### config.mk
export PLATFORM = sky130hd
export DESIGN_NAME = fetch_status_ctl
export DESIGN_NICKNAME = d
export VERILOG_FILES = /design/src/rtl/fetch_ctl_pkg.sv /design/src/rtl/fc_stall_bank.sv /design/src/rtl/fc_thread_fsm.sv /design/src/rtl/fc_activity.sv /design/src/rtl/fetch_status_ctl.sv
export SDC_FILE = /design/constraint.sdc
export NUM_CORES = 1
export LEC_CHECK = 0
export BUFFER_PORTS_ARGS = -buffer_cell sky130_fd_sc_hd__buf_2
export CAP_MARGIN = 15
export CORE_AREA = 2 2 195 197
export DETAILED_ROUTE_END_ITERATION = 7
export DIE_AREA = 0 0 197 199
export PLACE_DENSITY = 0.63
export REMOVE_ABC_BUFFERS = 1
export SYNTH_ARGS = -nofsm -noshare
export SYNTH_HDL_FRONTEND = slang
export SYNTH_HIERARCHICAL = 1
export SYNTH_SLANG_ARGS = --single-unit
### constraint.sdc
create_clock -name clk -period 3.3 [get_ports clk]
set_clock_uncertainty 0.05 [all_clocks]
set_input_delay 0.165 -clock clk [delete_from_list [all_inputs] [get_ports clk]]
set_output_delay 0.165 -clock clk [all_outputs]
set_load 0.03 [all_outputs]
### src/rtl/fetch_ctl_pkg.sv
package fetch_ctl_pkg;
  localparam int STATE_W    = 4;
  localparam int NUM_STAGES = 4;

  typedef enum logic [STATE_W-1:0] {
    TS_RUN          = 4'd0,
    TS_IDLE         = 4'd1,
    TS_SQUASH       = 4'd2,
    TS_BLOCKED      = 4'd3,
    TS_WAIT_RESP    = 4'd4,
    TS_WAIT_RETRY   = 4'd5,
    TS_ACC_DONE     = 4'd6,
    TS_TRAP_PEND    = 4'd7,
    TS_QUIESCE_PEND = 4'd8
  } thr_state_e;
endpackage

### src/rtl/fc_stall_bank.sv
module fc_stall_bank #(
  parameter int NS = 4
) (
  input  logic          clk,
  input  logic          rst_n,
  input  logic [NS-1:0] set_i,
  input  logic [NS-1:0] clr_i,
  output logic          any_next_o
);
  logic [NS-1:0] flag_q;
  logic [NS-1:0] flag_d;

  for (genvar s = 0; s < NS; s++) begin : g_stage
    always_comb begin
      flag_d[s] = flag_q[s];
      if (set_i[s]) flag_d[s] = 1'b1;
      if (clr_i[s]) flag_d[s] = 1'b0;
    end

    always_ff @(posedge clk) begin
      if (!rst_n) flag_q[s] <= 1'b0;
      else        flag_q[s] <= flag_d[s];
    end
  end

  assign any_next_o = |flag_d;
endmodule

### src/rtl/fc_thread_fsm.sv
module fc_thread_fsm
  import fetch_ctl_pkg::*;
#(
  parameter int PC_W       = 32,
  parameter int INST_BYTES = 4
) (
  input  logic            clk,
  input  logic            rst_n,
  input  logic            stall_i,
  input  logic            cmt_sq_i,
  input  logic [PC_W-1:0] cmt_pc_i,
  input  logic [PC_W-1:0] cmt_npc_i,
  input  logic            rob_sq_i,
  input  logic            dec_sq_i,
  input  logic [PC_W-1:0] dec_pc_i,
  input  logic [PC_W-1:0] dec_npc_i,
  input  logic            miss_issue_i,
  input  logic            miss_nack_i,
  input  logic            retry_grant_i,
  input  logic            resp_i,
  input  logic            slot_i,
  output thr_state_e      state_o,
  output logic            redir_v_o,
  output logic [PC_W-1:0] redir_pc_o,
  output logic [PC_W-1:0] redir_npc_o,
  output logic [PC_W-1:0] redir_nnpc_o
);
  localparam logic [PC_W-1:0] STEP = PC_W'(INST_BYTES);

  thr_state_e      st_q, st_d;
  logic            load;
  logic [PC_W-1:0] new_pc, new_npc;
  logic            in_cache_wait;

  assign in_cache_wait = (st_q == TS_WAIT_RESP) || (st_q == TS_WAIT_RETRY);

  always_comb begin
    st_d    = st_q;
    load    = 1'b0;
    new_pc  = cmt_pc_i;
    new_npc = cmt_npc_i;
    if (cmt_sq_i) begin
      st_d = TS_SQUASH;
      load = 1'b1;
    end else if (rob_sq_i) begin
      st_d = TS_SQUASH;
    end else if (dec_sq_i && st_q != TS_SQUASH) begin
      st_d    = TS_SQUASH;
      load    = 1'b1;
      new_pc  = dec_pc_i;
      new_npc = dec_npc_i;
    end else if (stall_i && !in_cache_wait) begin
      st_d = TS_BLOCKED;
    end else if (st_q == TS_BLOCKED || st_q == TS_SQUASH) begin
      st_d = TS_RUN;
    end else begin
      unique case (st_q)
        TS_RUN: begin
          if (miss_nack_i)       st_d = TS_WAIT_RETRY;
          else if (miss_issue_i) st_d = TS_WAIT_RESP;
        end
        TS_WAIT_RETRY: if (retry_grant_i) st_d = TS_WAIT_RESP;
        TS_WAIT_RESP:  if (resp_i) st_d = stall_i ? TS_BLOCKED : TS_ACC_DONE;
        TS_ACC_DONE:   if (slot_i) st_d = TS_RUN;
        default: ;
      endcase
    end
  end

  always_ff @(posedge clk) begin
    if (!rst_n) begin
      st_q         <= TS_RUN;
      redir_v_o    <= 1'b0;
      redir_pc_o   <= '0;
      redir_npc_o  <= '0;
      redir_nnpc_o <= '0;
    end else begin
      st_q      <= st_d;
      redir_v_o <= load;
      if (load) begin
        redir_pc_o   <= new_pc;
        redir_npc_o  <= new_npc;
        redir_nnpc_o <= new_npc + STEP;
      end
    end
  end

  assign state_o = st_q;
endmodule

### src/rtl/fc_activity.sv
module fc_activity
  import fetch_ctl_pkg::*;
#(
  parameter int NT = 2
) (
  input  logic [NT*STATE_W-1:0] states_i,
  input  logic [NT-1:0]         enable_i,
  output logic                  active_o
);
  logic [NT-1:0] wants;

  for (genvar t = 0; t < NT; t++) begin : g_thr
    logic [STATE_W-1:0] s;
    assign s = states_i[t*STATE_W +: STATE_W];
    assign wants[t] = enable_i[t] &&
                      (s == TS_RUN || s == TS_SQUASH || s == TS_ACC_DONE);
  end

  assign active_o = |wants;
endmodule

### src/rtl/fetch_status_ctl.sv
module fetch_status_ctl
  import fetch_ctl_pkg::*;
#(
  parameter int NT         = 2,
  parameter int PC_W       = 32,
  parameter int INST_BYTES = 4
) (
  input  logic                 clk,
  input  logic                 rst_n,
  input  logic [NT-1:0]        thread_active,
  input  logic                 ctx_switch,
  input  logic [NT-1:0]        dec_hold,
  input  logic [NT-1:0]        dec_release,
  input  logic [NT-1:0]        ren_hold,
  input  logic [NT-1:0]        ren_release,
  input  logic [NT-1:0]        exe_hold,
  input  logic [NT-1:0]        exe_release,
  input  logic [NT-1:0]        cmt_hold,
  input  logic [NT-1:0]        cmt_release,
  input  logic [NT-1:0]        cmt_squash,
  input  logic [NT*PC_W-1:0]   cmt_pc,
  input  logic [NT*PC_W-1:0]   cmt_npc,
  input  logic [NT-1:0]        rob_squashing,
  input  logic [NT-1:0]        dec_squash,
  input  logic [NT*PC_W-1:0]   dec_pc,
  input  logic [NT*PC_W-1:0]   dec_npc,
  input  logic [NT-1:0]        miss_issue,
  input  logic [NT-1:0]        miss_nack,
  input  logic [NT-1:0]        retry_grant,
  input  logic [NT-1:0]        resp_arrive,
  input  logic [NT-1:0]        fetch_slot,
  output logic [NT*4-1:0]      thr_state,
  output logic [NT-1:0]        redirect_valid,
  output logic [NT*PC_W-1:0]   redirect_pc,
  output logic [NT*PC_W-1:0]   redirect_npc,
  output logic [NT*PC_W-1:0]   redirect_nnpc,
  output logic                 stage_active
);
  for (genvar t = 0; t < NT; t++) begin : g_thread
    logic [NUM_STAGES-1:0] set_v, clr_v;
    logic                  flags_any;
    thr_state_e            st;

    assign set_v = {cmt_hold[t], exe_hold[t], ren_hold[t], dec_hold[t]};
    assign clr_v = {cmt_release[t], exe_release[t], ren_release[t], dec_release[t]};

    fc_stall_bank #(.NS(NUM_STAGES)) u_flags (
      .clk        (clk),
      .rst_n      (rst_n),
      .set_i      (set_v),
      .clr_i      (clr_v),
      .any_next_o (flags_any)
    );

    fc_thread_fsm #(.PC_W(PC_W), .INST_BYTES(INST_BYTES)) u_fsm (
      .clk           (clk),
      .rst_n         (rst_n),
      .stall_i       (flags_any | ctx_switch),
      .cmt_sq_i      (cmt_squash[t]),
      .cmt_pc_i      (cmt_pc[t*PC_W +: PC_W]),
      .cmt_npc_i     (cmt_npc[t*PC_W +: PC_W]),
      .rob_sq_i      (rob_squashing[t]),
      .dec_sq_i      (dec_squash[t]),
      .dec_pc_i      (dec_pc[t*PC_W +: PC_W]),
      .dec_npc_i     (dec_npc[t*PC_W +: PC_W]),
      .miss_issue_i  (miss_issue[t]),
      .miss_nack_i   (miss_nack[t]),
      .retry_grant_i (retry_grant[t]),
      .resp_i        (resp_arrive[t]),
      .slot_i        (fetch_slot[t]),
      .state_o       (st),
      .redir_v_o     (redirect_valid[t]),
      .redir_pc_o    (redirect_pc[t*PC_W +: PC_W]),
      .redir_npc_o   (redirect_npc[t*PC_W +: PC_W]),
      .redir_nnpc_o  (redirect_nnpc[t*PC_W +: PC_W])
    );

    assign thr_state[t*4 +: 4] = st;
  end

  fc_activity #(.NT(NT)) u_act (
    .states_i (thr_state),
    .enable_i (thread_active),
    .active_o (stage_active)
  );
endmodule

* Yosys cells after proc, flatten, opt, wreduce, memory -nomap -nowiden
Cells that the tools add are included.
** Storage, ports and cells
- Register bits after elaboration :: 210
- Output and inout port bits :: 203
- Logic and storage cells :: 158
** Cells by class
- Add/sub/neg operators :: 2
- Eq/ne operators :: 36
- Mux-type cells :: 58
- Bitwise operators :: 3
- Reduce and logical (&&, ||, !) cells :: 37
** Operator list (count)
- two-way mux 32 bit :: 12
- adder 32 x 3 -> 32 bit (second input constant) :: 2
- two-way mux 4 bit :: 10
- case mux 4 bit (4 select lines) :: 2
- AND reduction 5 bit :: 6
- != test 7 bit (second input constant) :: 4
- == test 4 x 3 -> 1 bit (second input constant) :: 6
- two-way mux 1 bit :: 22
- two-way mux 2 bit :: 10
- nonzero test 9 bit :: 2
- == test 4 x 2 -> 1 bit (second input constant) :: 4
- != test 4 x 2 -> 1 bit (second input constant) :: 4
- != test 4 bit (second input constant) :: 4
- != test 8 x 5 -> 1 bit (second input constant) :: 2
- OR reduction 4 bit :: 4
- != test 7 x 4 -> 1 bit (second input constant) :: 2
- != test 2 bit (second input constant) :: 6
- nonzero test 6 bit :: 2
- OR reduction 6 bit :: 2
- != test 5 x 3 -> 1 bit (second input constant) :: 2
- logical NOT 4 bit :: 2
- logical OR 1 bit :: 8
- nonzero test 4 bit :: 2
- logical AND 1 bit :: 6
- 6 further kinds :: 10

* Longest topological paths before layout
Gate-level depths: netlist of the first run.
- Word-level depth :: 12
- Mapped depth :: 15
- Depth with buffers taken out :: 11

* Hierarchy
The synthesis of the first run kept the hierarchy.
** Modules (own cells, without submodules)
- fc_thread_fsm (g_thread[1].u_fsm) :: times used 1, cells an instance 685, area each 5406.4 sq um
- fc_thread_fsm (g_thread[0].u_fsm) :: times used 1, cells an instance 670, area each 5221.3 sq um
- fc_stall_bank :: times used 2, cells an instance 14, area each 168.9 sq um
- fc_activity :: times used 1, cells an instance 6, area each 37.5 sq um
- fetch_status_ctl :: times used 1, cells an instance 2, area each 12.5 sq um

* Worst setup path after synthesis of the first run
No wires, ideal clock.
- Path type :: register to register
- From :: register g_thread[1].u_fsm.st_q[1]
- To :: register g_thread[1].u_fsm.redir_nnpc_o[18]
- Arrival :: 3.064 ns
- Required time :: 3.144 ns
- Path slack :: 0.080 ns
- Cell stages (with the launch flop) :: 13
- Path through :: dfxtp_1 buf_4 nor3b_4 nor2_4 buf_6 buf_2 mux2_2 ha_1 nand2_1 nor4_1 a32oi_1 or3_1 o311ai_0
** Between the ends
- Word-level cells in the longest chain between the ends :: 6
- Elaborated cells on any way between the ends :: 9
- Classes of those cells :: 1 x add/sub; 1 x eq/ne; 6 x mux; 1 x reduce/logical
** RTL lines
- start, declared :: RTL line fc_thread_fsm.sv:30 : thr_state_e st_q, st_d;
- start signal, assigned :: RTL line fc_thread_fsm.sv:78 : st_q <= st_d;
- != test 4 x 2 -> 1 bit :: RTL line fc_thread_fsm.sv:47 : end else if (dec_sq_i && st_q != TS_SQUASH) begin
- logical AND 1 bit :: RTL line fc_thread_fsm.sv:47
- two-way mux 32 bit :: RTL line fc_thread_fsm.sv:47
- two-way mux 32 bit :: RTL line fc_thread_fsm.sv:45 : end else if (rob_sq_i) begin
- two-way mux 32 bit :: RTL line fc_thread_fsm.sv:42 : if (cmt_sq_i) begin
- net g_thread[1].u_fsm.new_npc[3] :: RTL line fc_thread_fsm.sv:32 : logic [PC_W-1:0] new_pc, new_npc;
- adder 32 x 3 -> 32 bit :: RTL line fc_thread_fsm.sv:83 : redir_nnpc_o <= new_npc + STEP;
- end signal, assigned :: RTL line fc_thread_fsm.sv:83
- end, declared :: RTL line fc_thread_fsm.sv:26 : output logic [PC_W-1:0] redir_nnpc_o
The timed path passes the listed nets, and every way through them passes these cells.
A chain may end at the register's enable or synchronous reset.

* Final worst setup path of the first run
- From :: register g_thread[0].u_fsm.st_q[1]
- To :: register g_thread[0].u_fsm.redir_pc_o[25]
** Between the ends
- Word-level cells in the longest chain between the ends :: 5
- Elaborated cells on any way between the ends :: 8
- Classes of those cells :: 1 x eq/ne; 6 x mux; 1 x reduce/logical
** RTL lines
- start, declared :: RTL line fc_thread_fsm.sv:30
- start signal, assigned :: RTL line fc_thread_fsm.sv:78
- != test 4 x 2 -> 1 bit * :: RTL line fc_thread_fsm.sv:47
- logical AND 1 bit * :: RTL line fc_thread_fsm.sv:47
- two-way mux 32 bit / two-way mux 1 bit (equally long branches) :: RTL line fc_thread_fsm.sv:47
- two-way mux 32 bit / two-way mux 1 bit (equally long branches) :: RTL line fc_thread_fsm.sv:45
- two-way mux 32 bit / two-way mux 1 bit (equally long branches) :: RTL line fc_thread_fsm.sv:42
- end signal, assigned :: RTL line fc_thread_fsm.sv:81 : redir_pc_o <= new_pc;
- end, declared :: RTL line fc_thread_fsm.sv:24 : output logic [PC_W-1:0] redir_pc_o,
Mark *: on every way between the ends. The rest lies on a longest branch, timed or not.

==> flow_summary_export.csv, run 1 <==
group,metric,value,unit
worst_setup_path,startpoint_type,"flip-flop",
floorplanning,die_h,199,um
timing,hold_viol,0,
cts,cts_buffers,25,
synth,yosysMostFrequentCell,"nand2_1",
cts,cts_buffer_depth,3,
synth,yosysWarnings,6,
synth,syn-instance-count,1391,
worst_setup_path,rr_endpoint,"g_thread[0].u_fsm/redir_pc_o[25]",
finish,fillCellCount,3607,
global_route,grt_use_total,23.97,%
timing,max-slew-margin-rel,46.95,%
routing,routed_via_density,5.404,
hold_path,min-delay-start,"dec_npc[54]",
floorplanning,ios,496,
routing,wl_met2,24650,um
routing,drt-initial-drc-count,805,
routing,drc_errors,0,
global_route,grt_pass1_wl,74500,um
cts,root_buffer,"clkbuf_16",
timing,fin_crit,3.056,ns
synth,netlist_top_cells_area,"dfxtp_1 37%, nand2_1 8.5%, a311oi_1 6.5%",
routing,wire_per_inst,19.88,um
synth,synth_area,11020,sq um
synth,synth_common_cells,"248 x nand2_1, 204 x dfxtp_1, 150 x nor2_1",
cts,cts_max_level,1,
floorplanning,start_util,29.67,%
timing,worst_pin_slew,0.7957,ns
synth,ys_ff_latch,204,
cts,cts_tree,"built",
global_route,overflow,0,
synth,synth_enable_flop_cells,0,
global_route,antenna_found_initial,9,
worst_setup_path,critical_path_required,3.74,ns
floorplanning,die_w,197,um
synth,yosysSeqAreaShare,37.07,%
worst_setup_path,arrival,3.50,ns
floorplanning,rows,71,
synth,yosysTopAreaCell,"dfxtp_1",
place,post-dp-hpwl,36220,um
hold_path,hold_class,"in2reg",
place,post-place-ws,0.3821,ns
finish,final_nets,2334,
synth,synth_area_per_cell,7.919,sq um
place,finalWeightedCongestion,0.9878,
finish,final_area,16770,sq um
cts,clkSlewWorstSetupHoldPaths,0.06,ns
worst_setup_path,critical_path_class,"reg2reg",
hold_path,hold_end,"g_thread[1].u_fsm/redir_npc_o[22]",
floorplanning,core_area,37130,sq um
routing,wl_met3,4412,um
place,placed_area,13930,sq um
timing,fmax,327.2,MHz
power_and_ir_drop,finalPower,7.537,mW
routing,wl_met1,18900,um
routing,vias,13705,
power_and_ir_drop,p_leak,7.650,nW
finish,drive_gt1_share,30.24,%
synth,synth_async_sr_flop_share,0,%
worst_setup_path,regToRegSetupSlack,0.24,ns
finish,syn_to_final_growth,52.21,%
routing,drt_wl_total,50410,um
timing,drv_slew,0,
synth,ys.flop_type,"dfxtp_1",
cts,cts_resized,0,
run_status,status,"finished, final reports clean",
worst_setup_path,r2r_start,"g_thread[0].u_fsm/state_o[1]",
timing,whs,0.01858,ns
worst_setup_path,ff2ff_path_depth,7,
synth,synth_top_area_share,37.07,%
power_and_ir_drop,power_density,449.5,nW/um^2
routing,ant_nets,0,
power_and_ir_drop,worst_ir_drop_vdd,0.3828,mV
cts,clk_latency,0.54,ns
hold_path,hold_depth,3,
timing,timing.final.crit_share,92.60,%
worst_setup_path,end_kind,"flip-flop",
synth,synth.distinct_cells,76,
global_route,grt_max_degree,67,
timing,rsz0062_at_grt,"no",
floorplanning,dieArea,39200,sq um
cts,cts_sinks,204,
routing,top_layer_used,"met5",
routing,first_pass_iters,5,
worst_setup_path,critPathMaxFanout,37,
timing,setup_slack,0.2441,ns
global_route,grt_pass1_vias,13337,
finish,finish.utilization,45.15,%
place,io_buffer_count,493,
timing,finalSetupViolCount,0,
flow_run,max_cap_violations,0,
[worst max-delay path by stage]
stage / startpoint / cells after the start / slack (ns) / end
3_5_place_dp: rob_squashing[1] / 11 / 0.38 / g_thread[1].u_fsm/redir_nnpc_o[18]
5_1_grt: g_thread[0].u_fsm/state_o[1] / 7 / 0.10 / g_thread[0].u_fsm/redir_pc_o[25]
6_report: g_thread[0].u_fsm/state_o[1] / 7 / 0.24 / g_thread[0].u_fsm/redir_pc_o[25]
3_3_place_gp: rob_squashing[1] / 11 / 0.47 / g_thread[1].u_fsm/redir_nnpc_o[18]
4_1_cts: g_thread[0].u_fsm/state_o[2] / 7 / 0.28 / g_thread[0].u_fsm/redir_npc_o[0]
2_1_floorplan: g_thread[1].u_fsm/state_o[0] / 4 / -7.34 / g_thread[1].u_fsm/redir_nnpc_o[22]
[registers in the layout, summed over array words and instances, names as in the netlist]
| name | flops |
|---|---|
| g_thread.u_fsm/redir_npc_o | 64 |
| g_thread.u_fsm/redir_pc_o | 64 |
| g_thread.u_fsm/state_o | 6 |
| g_thread.u_flags/flag_q | 8 |
| g_thread.u_fsm/redir_nnpc_o | 60 |
| g_thread.u_fsm/redir_v_o | 2 |
[cells by family (layout without fill, tap and decap cells)]
group | count (synthesis) | in the layout | share of synthesized area, %
buffers and inverters | 134 | 799 | 5.622
XOR/XNOR | 36 | 36 | 2.862
other | 2 | 7 | 0.06818
flip-flops | 204 | 204 | 37.07
AO/OA/AOI/OAI | 317 | 318 | 21.94
adder cells (fa/ha/maj) | 2 | 2 | 0.2271
AND/OR/NAND/NOR | 650 | 650 | 27.85
multiplexers | 46 | 46 | 4.350
[area by class of cell]
class                      count  area (sq um)  area share, %
multi-input combinational   1054          6359          37.92
clock inverter                 8         102.6         0.6119
timing repair buffer         733          4787          28.55
sequential                   204          4084          24.36
clock buffer                  37         750.7          4.477
inverter                      21         78.83         0.4701
tap                          474         593.1          3.537
antenna                        5         12.51        0.07462
[metal layers]
layer / up-vias / global-route usage, %
met2: 695 / 43.28
met4: 6 / 10.92
met1: 6438 / 26.02
met5: - / 0
li1: 6415 / -
met3: 151 / 6.731
[stage by stage]
step / instances / setup TNS (ns)
2_1_floorplan: 1278 / -618.28
3_3_place_gp: 2289 / 0
3_5_place_dp: 2289 / 0
4_1_cts: 2530 / 0
5_1_grt: 2535 / 0
6_report: 2536 / 0
[cells in the final DEF, fill, tap and decap left out, drive strengths merged, types with 22 or more instances in the layout]
cell | Yosys | final
a211oi | 29 | 29
a21oi | 47 | 47
dfxtp | 204 | 204
buf | 46 | 537
nor2 | 152 | 152
xor2 | 23 | 23
nand3 | 89 | 89
nor3 | 30 | 30
dlygate4sd3 | 0 | 196
mux2i | 34 | 34
a311oi | 82 | 82
nand4 | 35 | 35
o21ai | 50 | 50
nand2 | 250 | 250
clkbuf | 67 | 37
inv | 21 | 22
[worst max-delay path: stages (launching register included)]
cell	delay [ns]
dfxtp_1	0.50
or3b_1	0.45
nand2_4	0.19
buf_4	0.26
buf_4	0.40
nand2_1	0.20
a311oi_1	0.34
dlygate4sd3_1	0.59
[where the power goes]
part / total [mW] / internal, mW / switching [mW] / leakage, nW
clock: 2.88 / 1.73 / 1.16 / 0.415
sequential: 2.78 / 2.66 / 0.117 / 1.69
combinational: 1.88 / 0.718 / 1.16 / 5.54
[what timing repair did]
item / CTS / global route
hold buffers: 196 / 0
buffers inserted: 0 / 0
setup endpoints to repair: 0 / 2
endpoints found under the hold margin: 104 / 0
Power figures use the tool's default switching activity.
==> run 2: changes to the inputs <==
--- a/config.mk
+++ b/config.mk
@@ -10,6 +10,7 @@
 export CORE_AREA = 2 2 195 197
 export DETAILED_ROUTE_END_ITERATION = 7
 export DIE_AREA = 0 0 197 199
+export GPL_TIMING_DRIVEN = 0
 export PLACE_DENSITY = 0.63
 export REMOVE_ABC_BUFFERS = 1
 export SYNTH_ARGS = -nofsm -noshare
==> flow_summary_export.csv, run 2 (synthesized netlist as in run 1, its figures left out) <==
group,metric,value,unit
floorplanning,core_area,37130,sq um
place,placedCellCount,2260,
worst_setup_path,startpoint_type,"flip-flop",
power_and_ir_drop,power_density,435.9,nW/um^2
timing,worst_pin_slew,0.9080,ns
cts,cts_max_level,1,
finish,final_area,16760,sq um
worst_setup_path,critPathMaxFanout,28,
hold_path,min-delay-start,"resp_arrive[1]",
timing,rsz0062_at_grt,"no",
routing,drt_wl_total,49720,um
routing,wire_per_inst,19.80,um
global_route,grt_use_total,23.51,%
timing,finalSetupViolCount,0,
cts,cts_sinks,204,
timing,drv_slew,0,
floorplanning,start_util,29.67,%
routing,vias,13583,
power_and_ir_drop,p_leak,7.579,nW
place,placed_area,13900,sq um
finish,syn_to_final_growth,52.18,%
floorplanning,rows,71,
global_route,grt_max_degree,89,
cts,root_buffer,"clkbuf_16",
floorplanning,dieArea,39200,sq um
power_and_ir_drop,worst_ir_drop_vdd,0.3427,mV
timing,fin_crit,3.142,ns
worst_setup_path,arrival,3.57,ns
power_and_ir_drop,p_int,4.912,mW
finish,finalNonFillerCells,2511,
cts,clkSlewWorstSetupHoldPaths,0.06,ns
power_and_ir_drop,comb_power_share,25.7,%
global_route,overflow,0,
finish,mostFrequentLayoutCells,"492 x buf_2, 248 x nand2_1, 201 x dfxtp_1",
power_and_ir_drop,pwr-share-clk,36.3,%
floorplanning,die_h,199,um
power_and_ir_drop,p_sw_share,32.77,%
hold_path,hold_class,"in2reg",
finish,mostFrequentLayoutCell,"buf_2",
routing,routed_via_density,5.409,
worst_setup_path,crit_start,"g_thread[1].u_fsm/state_o[0]",
cts,cts_tree,"built",
power_and_ir_drop,switchingPower,2.395,mW
finish,fillCellCount,3543,
routing,ant_nets,0,
finish,final_nets,2312,
finish,drive_gt1_share,29.55,%
power_and_ir_drop,finalPower,7.307,mW
place,io_buffer_count,493,
worst_setup_path,critical_path_class,"reg2reg",
cts,cts_buffers,25,
timing,hold_viol,0,
cts,cts_buffer_depth,3,
timing,fmax,318.3,MHz
global_route,grt_pass1_wl,73260,um
worst_setup_path,end_kind,"flip-flop",
global_route,antenna_found_initial,4,
finish,largest_registers,"g_thread.u_fsm/redir_npc_o x64, g_thread.u_fsm/redir_pc_o x64, g_thread.u_fsm/redir_nnpc_o x60",
timing,max-slew-margin-rel,39.47,%
run_status,status,"finished, final reports clean",
place,finalWeightedCongestion,0.9277,
worst_setup_path,critical_path_required,3.73,ns
routing,first_pass_iters,7,
flow_run,max_cap_violations,0,
power_and_ir_drop,seqPwrFrac,38.0,%
routing,drt-initial-drc-count,761,
finish,finish.utilization,45.14,%
worst_setup_path,r2r_start,"g_thread[1].u_fsm/state_o[0]",
place,post-dp-hpwl,34490,um
cts,clk_latency,0.53,ns
routing,drc_errors,0,
timing,timing.final.crit_share,95.21,%
global_route,grt_pass1_vias,13032,
floorplanning,ios,496,
timing,whs,0.02609,ns
floorplanning,die_w,197,um
==> run 2: cell count changes in the layout (fill, tap and decap cells not counted), sizes merged, moves of 2 or more <==
cell         before  now
buf             537  510
bufinv            2    0
diode             5    3
clkinv            3    5
dlygate4sd3     196  200
==> run 2: final timing paths <==
path / end / slack (ns) / cells after the start
setup / recovery: g_thread[1].u_fsm/redir_pc_o[16] / 0.16 / 8
hold / removal: g_thread[1].u_fsm/state_o[1] / 0.03 / 5
setup reg to reg: g_thread[1].u_fsm/redir_pc_o[16] / 0.16 / 8
hold reg to reg: g_thread[0].u_fsm/redir_nnpc_o[12] / 0.40 / 2
==> run 2: stage by stage <==
stage,TNS [ns],worst slack [ns]
after floorplan,-618.28,-7.345
after global placement,-1096.05,-12.82
after detailed placement,-7.653,-0.6642
after CTS,0,0.01509
after global routing,0,0.002095
final,0,0.1581
==> run 2: metal layers <==
layer | wire length, um | global-route usage, % | up-vias
met3 | 4271 | 6.392 | 160
met4 | 2305 | 10.80 | 2
li1 | - | - | 6368
met5 | 13 | 0 | -
met2 | 24410 | 42.11 | 667
met1 | 18720 | 25.89 | 6386
==> run 2: critical path: stages (launching register included) <==
cell	delay, ns
dfxtp_2	0.48
nor3b_4	0.10
buf_4	0.22
o31ai_4	0.75
buf_8	0.27
buf_8	0.21
nor2_1	0.07
a311oi_1	0.31
dlygate4sd3_1	0.61
==> run 2: cell type report <==
| type | count | area [sq um] | share of cell area, % |
|---|---|---|---|
| Tap cell | 474 | 593.1 | 3.538 |
| Sequential cell | 204 | 4088 | 24.38 |
| Timing Repair Buffer | 710 | 4811 | 28.70 |
| Multi-Input combinational cell | 1055 | 6397 | 38.16 |
| Inverter | 21 | 83.83 | 0.5001 |
| Clock inverter | 8 | 56.30 | 0.3359 |
| Clock buffer | 36 | 726.9 | 4.336 |
| Antenna cell | 3 | 7.507 | 0.04478 |
==> run 2: repair_timing <==
item | CTS | global route
cloned | 0 | 2
resized for setup | 3 | 6
setup endpoints to repair | 21 | 82
pin swaps | 0 | 2
hold buffers | 200 | 0
setup buffers | 1 | 0
endpoints found under the hold margin | 108 | 0
==> run 2: power by group through the flow <==
stage	registers [mW]	clock network [mW]	logic, mW
final	2.77	2.65	1.88
after global routing	2.79	2.81	2.00
after CTS	2.77	2.72	1.84
after detailed placement	2.82	0	1.61
after global placement	2.82	0	1.60
after floorplan	3.20	0	0.556
==> run 3: changes to the inputs <==
--- a/config.mk
+++ b/config.mk
@@ -7,11 +7,11 @@
 export LEC_CHECK = 0
 export BUFFER_PORTS_ARGS = -buffer_cell sky130_fd_sc_hd__buf_2
 export CAP_MARGIN = 15
-export CORE_AREA = 2 2 195 197
+export CORE_AREA = 2 2 190 192
 export DETAILED_ROUTE_END_ITERATION = 7
-export DIE_AREA = 0 0 197 199
+export DIE_AREA = 0 0 192 194
 export GPL_TIMING_DRIVEN = 0
-export PLACE_DENSITY = 0.63
+export PLACE_DENSITY = 0.65
 export REMOVE_ABC_BUFFERS = 1
 export SYNTH_ARGS = -nofsm -noshare
 export SYNTH_HDL_FRONTEND = slang
==> flow_summary_export.csv, run 3 (synthesized netlist as in run 1, its figures left out) <==
group,metric,value,unit
worst_setup_path,cp.buffers_inverters,4,
global_route,grt_max_degree,80,
global_route,antenna_found_initial,6,
finish,syn_to_final_growth,51.83,%
worst_setup_path,critical_path_required,3.69,ns
place,io_buffer_count,493,
worst_setup_path,cpLargestDelayFamily,"buffers and inverters",
worst_setup_path,critical_path_class,"reg2reg",
floorplanning,dieArea,37250,sq um
worst_setup_path,critPathMaxStageDelay,0.60,ns
timing,max-slew-margin-rel,28.58,%
cts,cts_tree,"built",
timing,rsz0062_at_grt,"no",
timing,finalSetupViolCount,0,
routing,ant_nets,0,
finish,regArea,4086,sq um
worst_setup_path,rr_endpoint,"g_thread[1].u_fsm/redir_nnpc_o[23]",
cts,cts_max_level,1,
cts,root_buffer,"clkbuf_16",
finish,drive_gt1_share,29.54,%
worst_setup_path,ff2ff_path_depth,9,
routing,drc_errors,0,
global_route,grt_pass1_vias,13390,
finish,mostFrequentLayoutCells,"492 x buf_2, 248 x nand2_1, 202 x dfxtp_1",
floorplanning,die_w,192,um
worst_setup_path,regToRegSetupSlack,0.22,ns
routing,drt_wl_total,50370,um
routing,drt-initial-drc-count,880,
worst_setup_path,cpMaxStageDelayCell,"dfxtp_1",
cts,cts_sinks,204,
worst_setup_path,crit_end,"g_thread[1].u_fsm/redir_nnpc_o[23]",
cts,cts_buffers,24,
finish,mostFrequentLayoutCell,"buf_2",
worst_setup_path,crit_start,"g_thread[1].u_fsm/state_o[2]",
worst_setup_path,critPathMaxFanout,19,
run_status,status,"finished, final reports clean",
routing,routed_via_density,5.449,
routing,vias,13591,
power_and_ir_drop,p_leak,7.508,nW
hold_path,hold_class,"in2reg",
finish,largest_registers,"g_thread.u_fsm/redir_npc_o x64, g_thread.u_fsm/redir_pc_o x64, g_thread.u_fsm/redir_nnpc_o x60",
floorplanning,ios,496,
timing,worst_pin_slew,1.065,ns
cts,clk_latency,0.53,ns
worst_setup_path,arrival,3.48,ns
place,post-place-ws,-0.7642,ns
worst_setup_path,crit_chain,"nor3b_4 > buf_4 > o31ai_4 > buf_8 > buf_8 > buf_8 > nand3_1 > or4_1 > o211ai_1",
timing,drv_slew,0,
global_route,grt_use_total,25.24,%
worst_setup_path,path_depth,9,
place,post-dp-hpwl,34660,um
timing,setup_slack,0.2165,ns
worst_setup_path,critPathMostFrequentCell,"buf_8",
place,finalWeightedCongestion,0.9013,
floorplanning,rows,69,
routing,wire_per_inst,20.20,um
routing,first_pass_iters,7,
cts,cts_buffer_depth,3,
floorplanning,die_h,194,um
power_and_ir_drop,worst_ir_drop_vdd,0.4439,mV
floorplanning,start_util,31.27,%
finish,final_nets,2306,
timing,timing.final.crit_share,93.44,%
global_route,overflow,0,
timing,hold_viol,0,
global_route,grt_pass1_wl,74580,um
finish,finish.utilization,47.48,%
worst_setup_path,r2r_start,"g_thread[1].u_fsm/state_o[2]",
worst_setup_path,end_kind,"flip-flop",
finish,fillCellCount,3296,
cts,clkSlewWorstSetupHoldPaths,0.06,ns
power_and_ir_drop,power_density,440.9,nW/um^2
worst_setup_path,startpoint_type,"flip-flop",
floorplanning,core_area,35220,sq um
timing,fmax,324.3,MHz
finish,multi_input_area,6409,sq um
timing,fin_crit,3.083,ns
flow_run,max_cap_violations,0,
[run 3: cell type report]
cell class                      instances  share of cell area (%)
Clock inverter                          6                  0.4788
Clock buffer                           37                   4.309
Sequential cell                       204                   24.43
Antenna cell                            5                 0.07481
Tap cell                              461                   3.449
Multi-Input combinational cell       1055                   38.32
Timing Repair Buffer                  705                   28.44
Inverter                               21                  0.5012
[run 3: repair_timing]
action                                 4_1_cts  5_1_grt
setup endpoints to repair                   23       38
endpoints found under the hold margin      102        0
buffers inserted                             2        0
hold buffers                               194        0
pin swaps                                    1        3
resized for setup                            3        6
cloned                                       0        2
[run 3: stage by stage]
stage	total power, mW	instance area (sq um)	TNS [ns]	cells	hold WS, ns
global placement	4.423	13520	-1126.52	2232	0.3785
CTS	7.406	16660	-0.03411	2486	0.0006872
detailed placement	4.434	13880	-7.856	2247	0.3804
floorplan	3.752	10480	-618.28	1278	0.2484
finish	7.374	16720	0	2494	0.02929
global route	7.672	16720	0	2491	0.03931
[run 3: worst min-delay path by stage]
stage / startpoint / endpoint / slack [ns] / depth (start not counted)
after CTS: cmt_npc[25] / g_thread[0].u_fsm/redir_nnpc_o[25] / 0.0007 / 4
after global routing: dec_npc[17] / g_thread[0].u_fsm/redir_nnpc_o[17] / 0.04 / 4
after floorplan: rst_n / g_thread[0].u_fsm/redir_npc_o[2] / 0.25 / 1
after global placement: dec_pc[1] / g_thread[0].u_fsm/redir_pc_o[1] / 0.38 / 3
after detailed placement: exe_release[0] / g_thread[0].u_flags/flag_q[2] / 0.38 / 3
final: dec_npc[25] / g_thread[0].u_fsm/redir_nnpc_o[25] / 0.03 / 4
[run 3: layer usage]
metal,part of all wire (%),vias up,GRT usage [%]
li1,-,6361,-
met1,37,6386,27.02
met2,48,688,44.51
met3,9.7,152,7.674
met4,5.4,4,12.84
met5,0.054,-,0
[run 3: where the power goes]
group / switching [mW] / leakage, nW / internal [mW]
Combinational: 1.15 / 5.42 / 0.702
Sequential: 0.116 / 1.69 / 2.66
Clock: 1.09 / 0.396 / 1.65
Total: 2.36 / 7.51 / 5.01
[run 3: worst register-to-register path: cells and delay by family, from the launching register on]
family	cells	cell delay [ns]
flops	1	0.60
compound gates	2	0.69
buf+inv	4	0.91
simple gates	3	0.74
